**config.mk**
```make
export PLATFORM = sky130hd
export DESIGN_NAME = epp_xfer_gate
export DESIGN_NICKNAME = d
export VERILOG_FILES = /design/src/rtl/epp_gate_pkg.sv /design/src/rtl/epp_gate_decode.sv /design/src/rtl/epp_byte_timer.sv /design/src/rtl/epp_lane_mux.sv /design/src/rtl/epp_xfer_gate.sv
export SDC_FILE = /design/constraint.sdc
export NUM_CORES = 1
export LEC_CHECK = 0
export ABC_CLOCK_PERIOD_IN_PS = 2420
export CORE_ASPECT_RATIO = 0.75
export CORE_UTILIZATION = 40
export DETAILED_ROUTE_END_ITERATION = 6
export GPL_TIMING_DRIVEN = 1
export HOLD_SLACK_MARGIN = 0.12
export PLACE_DENSITY = 0.7
export SYNTH_ARGS = -nofsm -noshare
export SYNTH_HDL_FRONTEND = slang
export SYNTH_SLANG_ARGS = --single-unit
```
**constraint.sdc**
```tcl
create_clock -name clk -period 2.42 [get_ports clk]
set_clock_uncertainty 0.15 [all_clocks]
set_input_delay 0.484 -clock clk [delete_from_list [all_inputs] [get_ports clk]]
set_output_delay 0.484 -clock clk [all_outputs]
set_load 0.02 [all_outputs]
```
**src/rtl/epp_gate_pkg.sv**
```systemverilog
package epp_gate_pkg;
  localparam logic [2:0] OFF_STAT  = 3'd1;
  localparam logic [2:0] OFF_EADDR = 3'd3;
  localparam logic [2:0] OFF_EDATA = 3'd4;
  // direction | select | init | autofeed | strobe
  localparam logic [7:0] CTL_MASK    = 8'h2F;
  localparam logic [7:0] CTL_WR_IDLE = 8'h04;
  localparam logic [7:0] CTL_RD_IDLE = 8'h24;

  typedef enum logic {ST_IDLE, ST_XFER} gate_st_e;
endpackage

```
**src/rtl/epp_gate_decode.sv**
```systemverilog
module epp_gate_decode
  import epp_gate_pkg::*;
#(
  parameter int NB = 4,
  parameter int IW = (NB > 1) ? $clog2(NB) : 1
) (
  input  logic [7:0]    port_ctl,
  input  logic          is_write,
  input  logic [2:0]    off,
  input  logic [1:0]    size,
  output logic          is_epp,
  output logic          allow,
  output logic [IW-1:0] last_idx
);
  logic [7:0] masked;
  int         req_bytes;

  always_comb begin
    masked = port_ctl & CTL_MASK;
    is_epp = (off == OFF_EADDR) || (off == OFF_EDATA);
    allow  = is_write ? (masked == CTL_WR_IDLE) : (masked == CTL_RD_IDLE);
    if (off == OFF_EADDR) begin
      req_bytes = 1;
    end else begin
      case (size)
        2'd0:    req_bytes = 1;
        2'd1:    req_bytes = 2;
        default: req_bytes = 4;
      endcase
    end
    if (req_bytes > NB) req_bytes = NB;
    last_idx = IW'(req_bytes - 1);
  end
endmodule

```
**src/rtl/epp_byte_timer.sv**
```systemverilog
module epp_byte_timer #(
  parameter int TW = 8
) (
  input  logic          clk,
  input  logic          rst_n,
  input  logic          run,
  input  logic          ack,
  input  logic [TW-1:0] limit,
  output logic          expired
);
  logic [TW-1:0] cnt_q, cnt_n;

  always_comb begin
    expired = run && !ack && (cnt_q >= limit);
    if (!run || ack || expired) cnt_n = '0;
    else                        cnt_n = cnt_q + TW'(1);
  end

  always_ff @(posedge clk or negedge rst_n) begin
    if (!rst_n) cnt_q <= '0;
    else        cnt_q <= cnt_n;
  end

  // after an expiry the next byte window starts from zero
  p_window_restart_r6: assert property (@(posedge clk) disable iff (!rst_n)
    expired |=> (cnt_q == '0));
endmodule

```
**src/rtl/epp_lane_mux.sv**
```systemverilog
module epp_lane_mux #(
  parameter int NB = 4,
  parameter int IW = (NB > 1) ? $clog2(NB) : 1
) (
  input  logic [8*NB-1:0] wdata,
  input  logic [8*NB-1:0] rdata,
  input  logic [IW-1:0]   idx,
  input  logic [7:0]      rbyte,
  output logic [7:0]      wbyte,
  output logic [8*NB-1:0] merged
);
  assign wbyte = wdata[8*idx +: 8];

  for (genvar g = 0; g < NB; g++) begin : g_lane
    assign merged[8*g +: 8] = (idx == IW'(g)) ? rbyte : rdata[8*g +: 8];
  end
endmodule

```
**src/rtl/epp_xfer_gate.sv**
```systemverilog
module epp_xfer_gate
  import epp_gate_pkg::*;
#(
  parameter int DW = 32,
  parameter int TW = 8
) (
  input  logic          clk,
  input  logic          rst_n,
  input  logic          acc_valid,
  input  logic          acc_write,
  input  logic [2:0]    acc_off,
  input  logic [1:0]    acc_size,
  input  logic [DW-1:0] acc_wdata,
  output logic          acc_busy,
  output logic          acc_done,
  output logic [DW-1:0] acc_rdata,
  input  logic [7:0]    port_ctl,
  input  logic [7:0]    line_status,
  input  logic [TW-1:0] tmo_limit,
  output logic          cyc_req,
  output logic          cyc_write,
  output logic          cyc_addr,
  output logic [7:0]    cyc_wbyte,
  input  logic          cyc_ack,
  input  logic [7:0]    cyc_rbyte
);
  localparam int NB = DW / 8;
  localparam int IW = (NB > 1) ? $clog2(NB) : 1;

  gate_st_e      st_q, st_n;
  logic [IW-1:0] idx_q, idx_n, last_q, last_n;
  logic          wr_q, wr_n, ad_q, ad_n;
  logic [DW-1:0] wdata_q, rdata_q, rdata_n;
  logic          done_q, done_n, flag_q, flag_n, ld_wdata;

  logic          dec_is_epp, dec_allow, expired, accept;
  logic [IW-1:0] dec_last;
  logic [DW-1:0] fill_ones, merged;

  epp_gate_decode #(.NB(NB), .IW(IW)) u_dec (
    .port_ctl (port_ctl),
    .is_write (acc_write),
    .off      (acc_off),
    .size     (acc_size),
    .is_epp   (dec_is_epp),
    .allow    (dec_allow),
    .last_idx (dec_last)
  );

  epp_byte_timer #(.TW(TW)) u_tmr (
    .clk     (clk),
    .rst_n   (rst_n),
    .run     (st_q == ST_XFER),
    .ack     (cyc_ack),
    .limit   (tmo_limit),
    .expired (expired)
  );

  epp_lane_mux #(.NB(NB), .IW(IW)) u_lane (
    .wdata  (wdata_q),
    .rdata  (rdata_q),
    .idx    (idx_q),
    .rbyte  (cyc_rbyte),
    .wbyte  (cyc_wbyte),
    .merged (merged)
  );

  always_comb begin
    for (int k = 0; k < NB; k++)
      fill_ones[8*k +: 8] = (k <= int'(dec_last)) ? 8'hFF : 8'h00;
  end

  assign accept = acc_valid && (st_q == ST_IDLE);

  // next state
  always_comb begin
    st_n     = st_q;
    idx_n    = idx_q;
    last_n   = last_q;
    wr_n     = wr_q;
    ad_n     = ad_q;
    rdata_n  = rdata_q;
    flag_n   = flag_q;
    done_n   = 1'b0;
    ld_wdata = 1'b0;
    case (st_q)
      ST_IDLE: begin
        if (acc_valid) begin
          done_n  = 1'b1;
          rdata_n = '0;
          if (acc_off == OFF_STAT) begin
            if (acc_write) begin
              if (acc_wdata[0]) flag_n = 1'b0;
            end else begin
              rdata_n[7:0] = (line_status & 8'hFE) | {7'b0, flag_q};
            end
          end else if (dec_is_epp) begin
            if (!acc_write) rdata_n = fill_ones;
            if (dec_allow) begin
              st_n     = ST_XFER;
              done_n   = 1'b0;
              idx_n    = '0;
              last_n   = dec_last;
              wr_n     = acc_write;
              ad_n     = (acc_off == OFF_EADDR);
              ld_wdata = 1'b1;
            end
          end
        end
      end
      ST_XFER: begin
        if (cyc_ack) begin
          if (!wr_q) rdata_n = merged;
          if (idx_q == last_q) begin
            st_n   = ST_IDLE;
            done_n = 1'b1;
          end else begin
            idx_n = idx_q + IW'(1);
          end
        end else if (expired) begin
          flag_n = 1'b1;
          st_n   = ST_IDLE;
          done_n = 1'b1;
        end
      end
      default: st_n = ST_IDLE;
    endcase
  end

  // registers
  always_ff @(posedge clk or negedge rst_n) begin
    if (!rst_n) begin
      st_q    <= ST_IDLE;
      idx_q   <= '0;
      last_q  <= '0;
      wr_q    <= 1'b0;
      ad_q    <= 1'b0;
      rdata_q <= '0;
      done_q  <= 1'b0;
      flag_q  <= 1'b0;
    end else begin
      st_q    <= st_n;
      idx_q   <= idx_n;
      last_q  <= last_n;
      wr_q    <= wr_n;
      ad_q    <= ad_n;
      rdata_q <= rdata_n;
      done_q  <= done_n;
      flag_q  <= flag_n;
    end
  end

  always_ff @(posedge clk or negedge rst_n) begin
    if (!rst_n)        wdata_q <= '0;
    else if (ld_wdata) wdata_q <= acc_wdata;
  end

  assign acc_busy  = (st_q == ST_XFER);
  assign cyc_req   = (st_q == ST_XFER);
  assign cyc_write = wr_q;
  assign cyc_addr  = ad_q;
  assign acc_done  = done_q;
  assign acc_rdata = rdata_q;

  // a refused enhanced access never raises a request and ends at once
  p_drop_no_cycle_r3: assert property (@(posedge clk) disable iff (!rst_n)
    (accept && dec_is_epp && !dec_allow) |=> (!cyc_req && acc_done));

  // a granted access starts with byte 0 on the next clock
  p_grant_starts_r1: assert property (@(posedge clk) disable iff (!rst_n)
    (accept && dec_is_epp && dec_allow) |=> (cyc_req && idx_q == '0));

  // an unanswered byte holds its request and lane
  p_byte_hold_r9: assert property (@(posedge clk) disable iff (!rst_n)
    (cyc_req && !cyc_ack && !expired) |=> (cyc_req && $stable(idx_q)));

  // an expiry ends the access and leaves the flag set
  p_tmo_flag_r6: assert property (@(posedge clk) disable iff (!rst_n)
    expired |=> (flag_q && acc_done && !cyc_req));

  // a status write with bit 0 set clears the flag
  p_flag_clear_r8: assert property (@(posedge clk) disable iff (!rst_n)
    (accept && acc_off == OFF_STAT && acc_write && acc_wdata[0]) |=> !flag_q);
endmodule

```
# Yosys cells after proc, flatten, opt, wreduce, memory -nomap -nowiden

Index checks and enable logic that the tools add are counted.

Reduce and logical (&&, ||, !) cells: 16
Add/sub/neg operators: 3
Shifts and indexed selects: 1
Multipliers: 0
Order comparisons: 5
Div/mod/pow operators: 0
Bitwise operators: 3
Eq/ne operators: 26
Mux-type cells: 52

Operators with widths:

| kind                                                  | count |
|---|---|
| two-way mux 32 bit                                    | 5 |
| two-way mux 8 bit                                     | 10 |
| one-hot mux 32 bit (2 select lines)                   | 1 |
| indexed part select 32 x 6 -> 8 bit                   | 1 |
| two-way mux 24 bit                                    | 1 |
| two-way mux 1 bit                                     | 22 |
| != test 2 bit (second input constant)                 | 10 |
| AND reduction 4 bit                                   | 4 |
| two-way mux 2 bit                                     | 7 |
| != test 2 x 1 -> 1 bit (second input constant)        | 6 |
| AND reduction 6 bit                                   | 2 |
| adder 8 x 1 -> 8 bit (second input constant)          | 1 |
| greater-or-equal comparator 8 bit                     | 1 |
| OR 8 x 1 -> 8 bit                                     | 1 |
| one-hot mux 1 bit (2 select lines)                    | 3 |
| one-hot mux 3 bit (2 select lines)                    | 1 |
| == test 5 x 3 -> 1 bit (second input constant)        | 1 |
| == test 5 bit (second input constant)                 | 1 |
| AND reduction 5 bit                                   | 1 |
| == test 2 x 1 -> 1 bit (second input constant)        | 2 |
| == test 2 bit (second input constant)                 | 2 |
| less-or-equal comparator 2 bit (first input constant) | 2 |
| zero test 2 bit                                       | 2 |
| one-hot mux 2 bit (2 select lines)                    | 1 |
| 13 further kinds                                      | 18 |

Logic and storage cells: 119
Memories: 0
Output and inout port bits: 45
RAM bits: 0
Latch bits: 0
ROM bits: 0
Bits in registers: 81

# Logic depth before layout (Yosys ltp)

Gate-level depths: netlist (run 1).

Depth in word-level cells: 13
Gate-level depth with buffers: 7
Mapped depth without buffers: 7

# Hierarchy

Synthesis (run 1) repeated with hierarchy kept, for this count alone.

Cell total of the unflattened synthesis: 394
Area total of the unflattened synthesis: 4673.2 um^2

By module, submodules not included:

| module          | sequential area each (um^2) | area each (um^2) | instances | cells each |
|---|---|---|---|---|
| epp_xfer_gate   | 1826.8                      | 3354.5           | 1         | 278 |
| epp_byte_timer  | 200.2                       | 625.6            | 1         | 60 |
| epp_lane_mux    | 0.0                         | 625.6            | 1         | 48 |
| epp_gate_decode | 0.0                         | 67.6             | 1         | 8 |

# Worst setup path after synthesis (run 1)

Ideal clock, no wire load.

Path kind: flip-flop to output port
Start point: register idx_q[0]
End point: output port cyc_wbyte[0]
Data required time: 1786 ps
Cell stages (with the launch flop): 3
Arrival: 1289 ps
Setup slack: 497 ps
Cell sequence: dfrtp_1 -> buf_2 -> mux4_2

Cells in the longest elaborated chain, start to end: 1

RTL lines:

| element                             | line                 | RTL |
|---|---|---|
| from (decl)                         | epp_xfer_gate.sv:31  | `logic [IW-1:0] idx_q, idx_n, last_q, last_n;` |
| from (signal assigned)              | epp_xfer_gate.sv:143 | `idx_q <= idx_n;` |
| indexed part select 32 x 6 -> 8 bit | epp_lane_mux.sv:12   | `assign wbyte = wdata[8*idx +: 8];` |
| to (decl)                           | epp_xfer_gate.sv:23  | `output logic [7:0] cyc_wbyte,` |

No other way between the ends.

# Worst setup path in the final report (run 1)

Start point: register idx_q[0]
End point: output port cyc_wbyte[3]

The elaborated chain is that of the path after synthesis.

==> impl_metrics.toml, run 1 <==
[synth]
yosys_warnings = 0
syn-cell-area_mm2 = 0.00400
synth_top_family_by_area = "multiplexers"
syn_area_per_cell_um2 = 12.1
synth_top_area_share_pct = 50.7
ys_seq_elements = 81
synth-edff-count = 0
yosys.area.top_type = "dfrtp_1"
synth_adder_area_share_pct = 4.70
synth.area.top_cells = "dfrtp_1, mux2_4, ha_1, mux4_2, nor2_1"
yosys-mux-area-fraction_pct = 16.7
synth_xor_area_share_pct = 1.97
synth_ff_type = "dfrtp_1"
synth_cell_types = 41
syn_nets = 419
syn_inst = 330
async_flop_share_pct = 100
synth-compound-area-share_pct = 10.6
synth-simple-area-share_pct = 11.9
seq_area_frac_synth_pct = 50.7

[final_layout]
nets = 557
fillers = 799
drive_gt1_share_pct = 18.9
syn2layout_area_growth_pct = 43.7
layout_commonest_cell = "clkdlybuf4s50_1"
antenna_cells = 0
layout_common_cells = "clkdlybuf4s50_1, dfrtp_1, nor2_1, mux2_4, a21oi_1"

[worst_setup_path]
critPathMaxStageDelay_ns = 0.50
critPathRequiredTime_ns = 1.79
cp_cell_sequence = "buf_12, mux4_2, dlygate4sd2_1"
rrSetupSlack_ns = 0.46
critPathTopFamily = "multiplexers"
cp_max_fo = 8
cp-start-kind = "flop"
cp-end-kind = "output pin"
critPathBufInv = 2
worstPathArrival_ns = 1.71
slowest_stage = "mux4_2"
critPathKind = "flop to output pin"

[outcome]
status = "finished, final reports clean"

[floorplan]
die_height_um = 88.6
row_count = 31
design.die.area_mm2 = 0.0104
initial_core_util_pct = 41.2
io_pins = 119
core-area_mm2 = 0.00970
dieWidth_um = 117

[detailed_routing]
vias = 2930
first_iter_violations = 137
wire_per_inst_um = 15.3
via_per_inst = 4.85
route.detailed.drc = 0
wl_um = 9210
ant_nets = 0
dr.pass1.iters = 4

[place]
hpwlAfterDp_um = 7080
gp_congestion = 0.813
port_buffers = 114
place_ws_ns = -0.125

[min_path]
hold_class = "flop to flop"

[timing]
hold_viol = 0
hold_slack_ns = 0.342
min_period_over_period_pct = 96.9
fin_crit_ns = 2.34
fin_ws_ns = 0.0759
finalSetupViolations = 0
tns_ns = 0
relSlewSlack_pct = 62.2
tightest_slew_ns = 0.564
rsz0062_at_grt = "no"
max_freq_mhz = 427
final_max_slew_viol_count = 0

[grt]
track_usage_pct = 18.3
grt_pass1_vias = 2892
overflow = 0
grt_max_degree = 41
grt_first_pass_wirelength_um = 14600
antenna_found_initial = 0

[job]
maxCapViolCount = 0

[clocking]
numCtsBuffers = 9
h-tree-depth = 3
cts-root-buf = "clkbuf_16"
path_clk_slew_ns = 0.06
worstSkewPairLatency_ns = 0.33
cts_sinks = 81
cts_tree = "done"
postCtsSetupBuffers = 0
clk_path_buf_depth = 2

[power_and_ir_drop]
powerDensity_mw_per_mm2 = 609
irDropWorstVdd_mv = 0.356
p_leak_nw = 2.68
==> through the flow <==
stage / power (mW) / util [%] / std cells / instance area, µm²
after floorplan: 1.83 / - / 330 / 4000
after global placement: 2.18 / 56.2 / 588 / 5450
after detailed placement: 2.19 / 56.2 / 588 / 5450
after CTS: 3.54 / 59.2 / 604 / 5740
after global routing: 3.65 / 59.2 / 604 / 5740
final: 3.50 / 59.2 / 604 / 5740
==> cells by family (layout without fill, tap and decap cells) <==
logic type	count (synthesis)	after routing
simple gates	98	98
fa+ha+maj	15	15
mux	41	41
compound gates	60	60
xor+xnor	9	9
buf+inv	26	168
flops	81	81
==> flip-flops by register name, indices dropped and copies added, names as in the netlist <==
| name | count |
|---|---|
| u_tmr.cnt_q | 8 |
| acc_rdata | 32 |
| cyc_write | 1 |
| idx_q | 2 |
| acc_done | 1 |
| wdata_q | 32 |
| flag_q | 1 |
| cyc_addr | 1 |
| acc_busy | 1 |
| last_q | 2 |
==> worst reg2reg max path, stage by stage, from the launching register on <==
cell and delay (ns):
dfrtp_1 0.45, buf_4 0.20, buf_4 0.16, inv_1 0.07, ha_1 0.14, nand4b_1 0.09
nand2_1 0.12, a21boi_2 0.35, a21oi_1 0.12
==> power breakdown <==
group          leakage, nW  internal, mW  switching (mW)
logic                 1.48         0.361           0.271
clock network        0.144         0.819           0.526
registers             1.06          1.46          0.0599
total                 2.68          2.64           0.857
==> layout make-up <==
class	count	area [µm²]	area share, %
well taps	132	165	2.88
multi-input cells	223	1830	31.9
repair buffers	139	1370	23.9
inverters	14	52.6	0.915
clock buffers	10	239	4.16
flip-flops and latches	81	2030	35.3
clock inverters	5	56.3	0.981
==> per-layer routing <==
| layer | share of wire [%] | vias to the layer above | global-route usage (%) |
|---|---|---|---|
| li1 | - | 1440 | - |
| met4 | 0.89 | 0 | 4.96 |
| met1 | 49 | 1431 | 25.5 |
| met5 | 0 | - | 0 |
| met2 | 47 | 50 | 28.5 |
| met3 | 3.0 | 9 | 4.64 |
==> path summary, 6_finish.rpt <==
kind / depth (start not counted) / startpoint / to
worst max-delay path: 3 / idx_q[0]$_DFFE_PN0P_ / cyc_wbyte[3]
worst min-delay path: 1 / u_tmr.cnt_q[0]$_DFF_PN0_ / u_tmr.cnt_q[0]$_DFF_PN0_
worst max register to register: 8 / idx_q[1]$_DFFE_PN0P_ / acc_rdata[12]$_DFFE_PN0P_
worst min register to register: 1 / u_tmr.cnt_q[0]$_DFF_PN0_ / u_tmr.cnt_q[0]$_DFF_PN0_
max in group asynchronous: 3 / rst_n / wdata_q[4]$_DFFE_PN0P_
min in group asynchronous: 2 / rst_n / acc_rdata[5]$_DFFE_PN0P_
==> cell usage after synthesis, drive strengths merged (2+ instances only) <==
master,instances
a21o,4
a21oi,26
a21boi,3
nand3,6
a221oi,8
mux4,8
buf,9
and3,2
nand2,23
o211ai,2
nor2,43
o21ai,9
dfrtp,81
ha,15
mux2,33
o2111ai,3
nand3b,2
nand2b,3
xnor2,4
clkbuf,3
or3b,2
nor2b,10
inv,14
and3b,2
xor2,5
==> what timing repair did <==
action / in CTS / in global routing
hold buffers: 1 / 0
gates resized for setup: 8 / 1
pin swaps: 0 / 0
endpoints found under the setup margin: 8 / 1
hold endpoints to repair: 22 / 0
Power figures use the tool's default switching activity.
==> run 2: changes to the inputs <==
Settings changed: CORE_MARGIN set to 8, HOLD_SLACK_MARGIN 0.12 to 0.15.
==> run 2 against run 1 <==
Compared with the run above: total power is 0.96% higher; clock power hardly changed; setup slack worse by 0.016 ns; sequential power hardly changed; core utilization is 0.10 points higher; critical endpoint is now cyc_wbyte[2]; die area is 30% higher; first-iteration DRC count is 34% higher; count of clock-buffer cells in the layout is 1 lower; worst hold slack worse by 0.0029 ns; flip-flop and latch count stayed put.
==> impl_metrics.toml, run 2 (synthesis results as in run 1) <==
[grt]
use_met3_pct = 4.09
antenna_found_initial = 0
grt_first_pass_wirelength_um = 16700
track_usage_pct = 15.6
grt_max_degree = 47
grt_pass1_vias = 3106
busiest_layer = "met2"
overflow = 0
use_met2_pct = 26.1
grtUsageMet1_pct = 19.7

[detailed_routing]
vias = 2983
via_per_inst = 4.93
wl_um = 10400
route.detailed.drc = 0
ant_nets = 0
first_iter_violations = 184
wire_per_inst_um = 17.2
dr.pass1.iters = 5

[timing]
tns_ns = 0
max_freq_mhz = 424
min_period_over_period_pct = 97.5
final_max_slew_viol_count = 0
fin_crit_ns = 2.36
rsz0062_at_grt = "no"
finalSetupViolations = 0
tightest_slew_ns = 0.606
hold_slack_ns = 0.339
relSlewSlack_pct = 59.4
fin_ws_ns = 0.0599
hold_viol = 0

[worst_setup_path]
critPathTopFamily = "buffers and inverters"
critPathBufInv = 2
cp_cell_sequence = "buf_12, mux4_2, dlygate4sd2_1"
worstPathArrival_ns = 1.73
critPathMaxStageDelay_ns = 0.50
critPathRequiredTime_ns = 1.79
slowest_stage = "mux4_2"
ff2ff_path_depth = 6
cp-end-kind = "output pin"
path_depth = 3
critPathKind = "flop to output pin"
cp-start-kind = "flop"
cp_max_fo = 8
rrSetupSlack_ns = 0.34

[power_and_ir_drop]
p_leak_nw = 2.68
swShare_pct = 25.5
powerDensity_mw_per_mm2 = 614
seq_power_share_pct = 43.2
clockPowerShare_pct = 38.6
p_int_mw = 2.63
p_comb_share_pct = 18.2
irDropWorstVdd_mv = 0.339
p_switching_mw = 0.900

[floorplan]
design.die.area_mm2 = 0.0135
dieWidth_um = 131
die_height_um = 103
row_count = 31
initial_core_util_pct = 41.2
io_pins = 119
core-area_mm2 = 0.00970

[clocking]
clk_path_buf_depth = 2
worstSkewPairLatency_ns = 0.34
h-tree-depth = 3
cts_sinks = 81
numCtsBuffers = 9
cts-root-buf = "clkbuf_16"
path_clk_slew_ns = 0.06
cts_tree = "done"

[place]
port_buffers = 114
place_ws_ns = -0.0921
hpwlAfterDp_um = 8090
gp_congestion = 0.759

[final_layout]
syn2layout_area_growth_pct = 44.0
antenna_cells = 0
drive_gt1_share_pct = 19.2
fillers = 782
nets = 557
layout_common_cells = "clkdlybuf4s50_1, dfrtp_1, nor2_1, mux2_4, a21oi_1"
layout_commonest_cell = "clkdlybuf4s50_1"
regArea_mm2 = 0.00203
multi_input_area_mm2 = 0.00183

[job]
maxCapViolCount = 0

[min_path]
timing.hold.worst_path_depth = 1
hold_class = "flop to flop"

[outcome]
status = "finished, final reports clean"
==> run 2: cell types whose count changed in the layout (fill, tap and decap cells not counted) <==
cell / previous run / this run
clkinv_2: 2 / 1
clkbuf_8: 1 / 0
clkdlybuf4s15_1: 1 / 2
inv_6: 0 / 2
dlygate4sd2_1: 7 / 6
dfrtp_2: 0 / 1
dfrtp_1: 81 / 80
clkinv_4: 1 / 2
==> run 2: repair_timing <==
| item | in CTS | in global routing |
|---|---|---|
| gates resized for setup | 9 | 2 |
| gates cloned | 0 | 0 |
| setup endpoints to repair | 10 | 6 |
| hold buffers | 1 | 0 |
| hold endpoints to repair | 44 | 0 |
| buffers inserted | 0 | 1 |
==> run 2: per-layer routing <==
layer  part of all wire [%]  wire length [µm]
met5                      0                 0
met4                   0.93                97
met3                    3.9               404
met2                     50              5170
met1                     45              4710
==> run 2: worst reg2reg max path, cell delays in order, from the launching register on <==
cell,delay (ns)
dfrtp_1,0.65
buf_4,0.23
inv_1,0.06
ha_1,0.17
a21o_1,0.20
buf_12,0.16
a221oi_1,0.33
==> run 2: path summary, 6_finish.rpt <==
path | start | to
max | idx_q[0]$_DFFE_PN0P_ | cyc_wbyte[2]
min | u_tmr.cnt_q[0]$_DFF_PN0_ | u_tmr.cnt_q[0]$_DFF_PN0_
max reg2reg | idx_q[1]$_DFFE_PN0P_ | acc_rdata[7]$_DFFE_PN0P_
min reg2reg | u_tmr.cnt_q[0]$_DFF_PN0_ | u_tmr.cnt_q[0]$_DFF_PN0_
max in group asynchronous | rst_n | acc_rdata[4]$_DFFE_PN0P_
min in group asynchronous | rst_n | wdata_q[30]$_DFFE_PN0P_
==> run 2: layout make-up <==
type                    count  share of cell area [%]
well taps                 132                    2.87
multi-input cells         223                    31.8
flip-flops and latches     81                    35.3
inverters                  14                   0.914
clock inverters             7                    1.35
clock buffers               9                    3.92
repair buffers            139                    23.8
==> run 2: through the flow <==
stage	utilization, %	power (mW)	instance area (µm²)	std cells
floorplan	-	1.83	4000	330
global placement	56.1	2.19	5440	587
finish	59.3	3.53	5750	605
global route	59.3	3.68	5750	605
CTS	59.2	3.58	5740	604
detailed placement	56.1	2.20	5440	587
==> run 2: power groups by stage <==
| stage | clock (mW) | sequential [mW] | combinational (mW) |
|---|---|---|---|
| after floorplan | 0 | 1.60 | 0.229 |
| after global placement | 0 | 1.54 | 0.643 |
| after detailed placement | 0 | 1.55 | 0.655 |
| after CTS | 1.40 | 1.53 | 0.650 |
| after global routing | 1.46 | 1.54 | 0.691 |
| final | 1.36 | 1.53 | 0.644 |
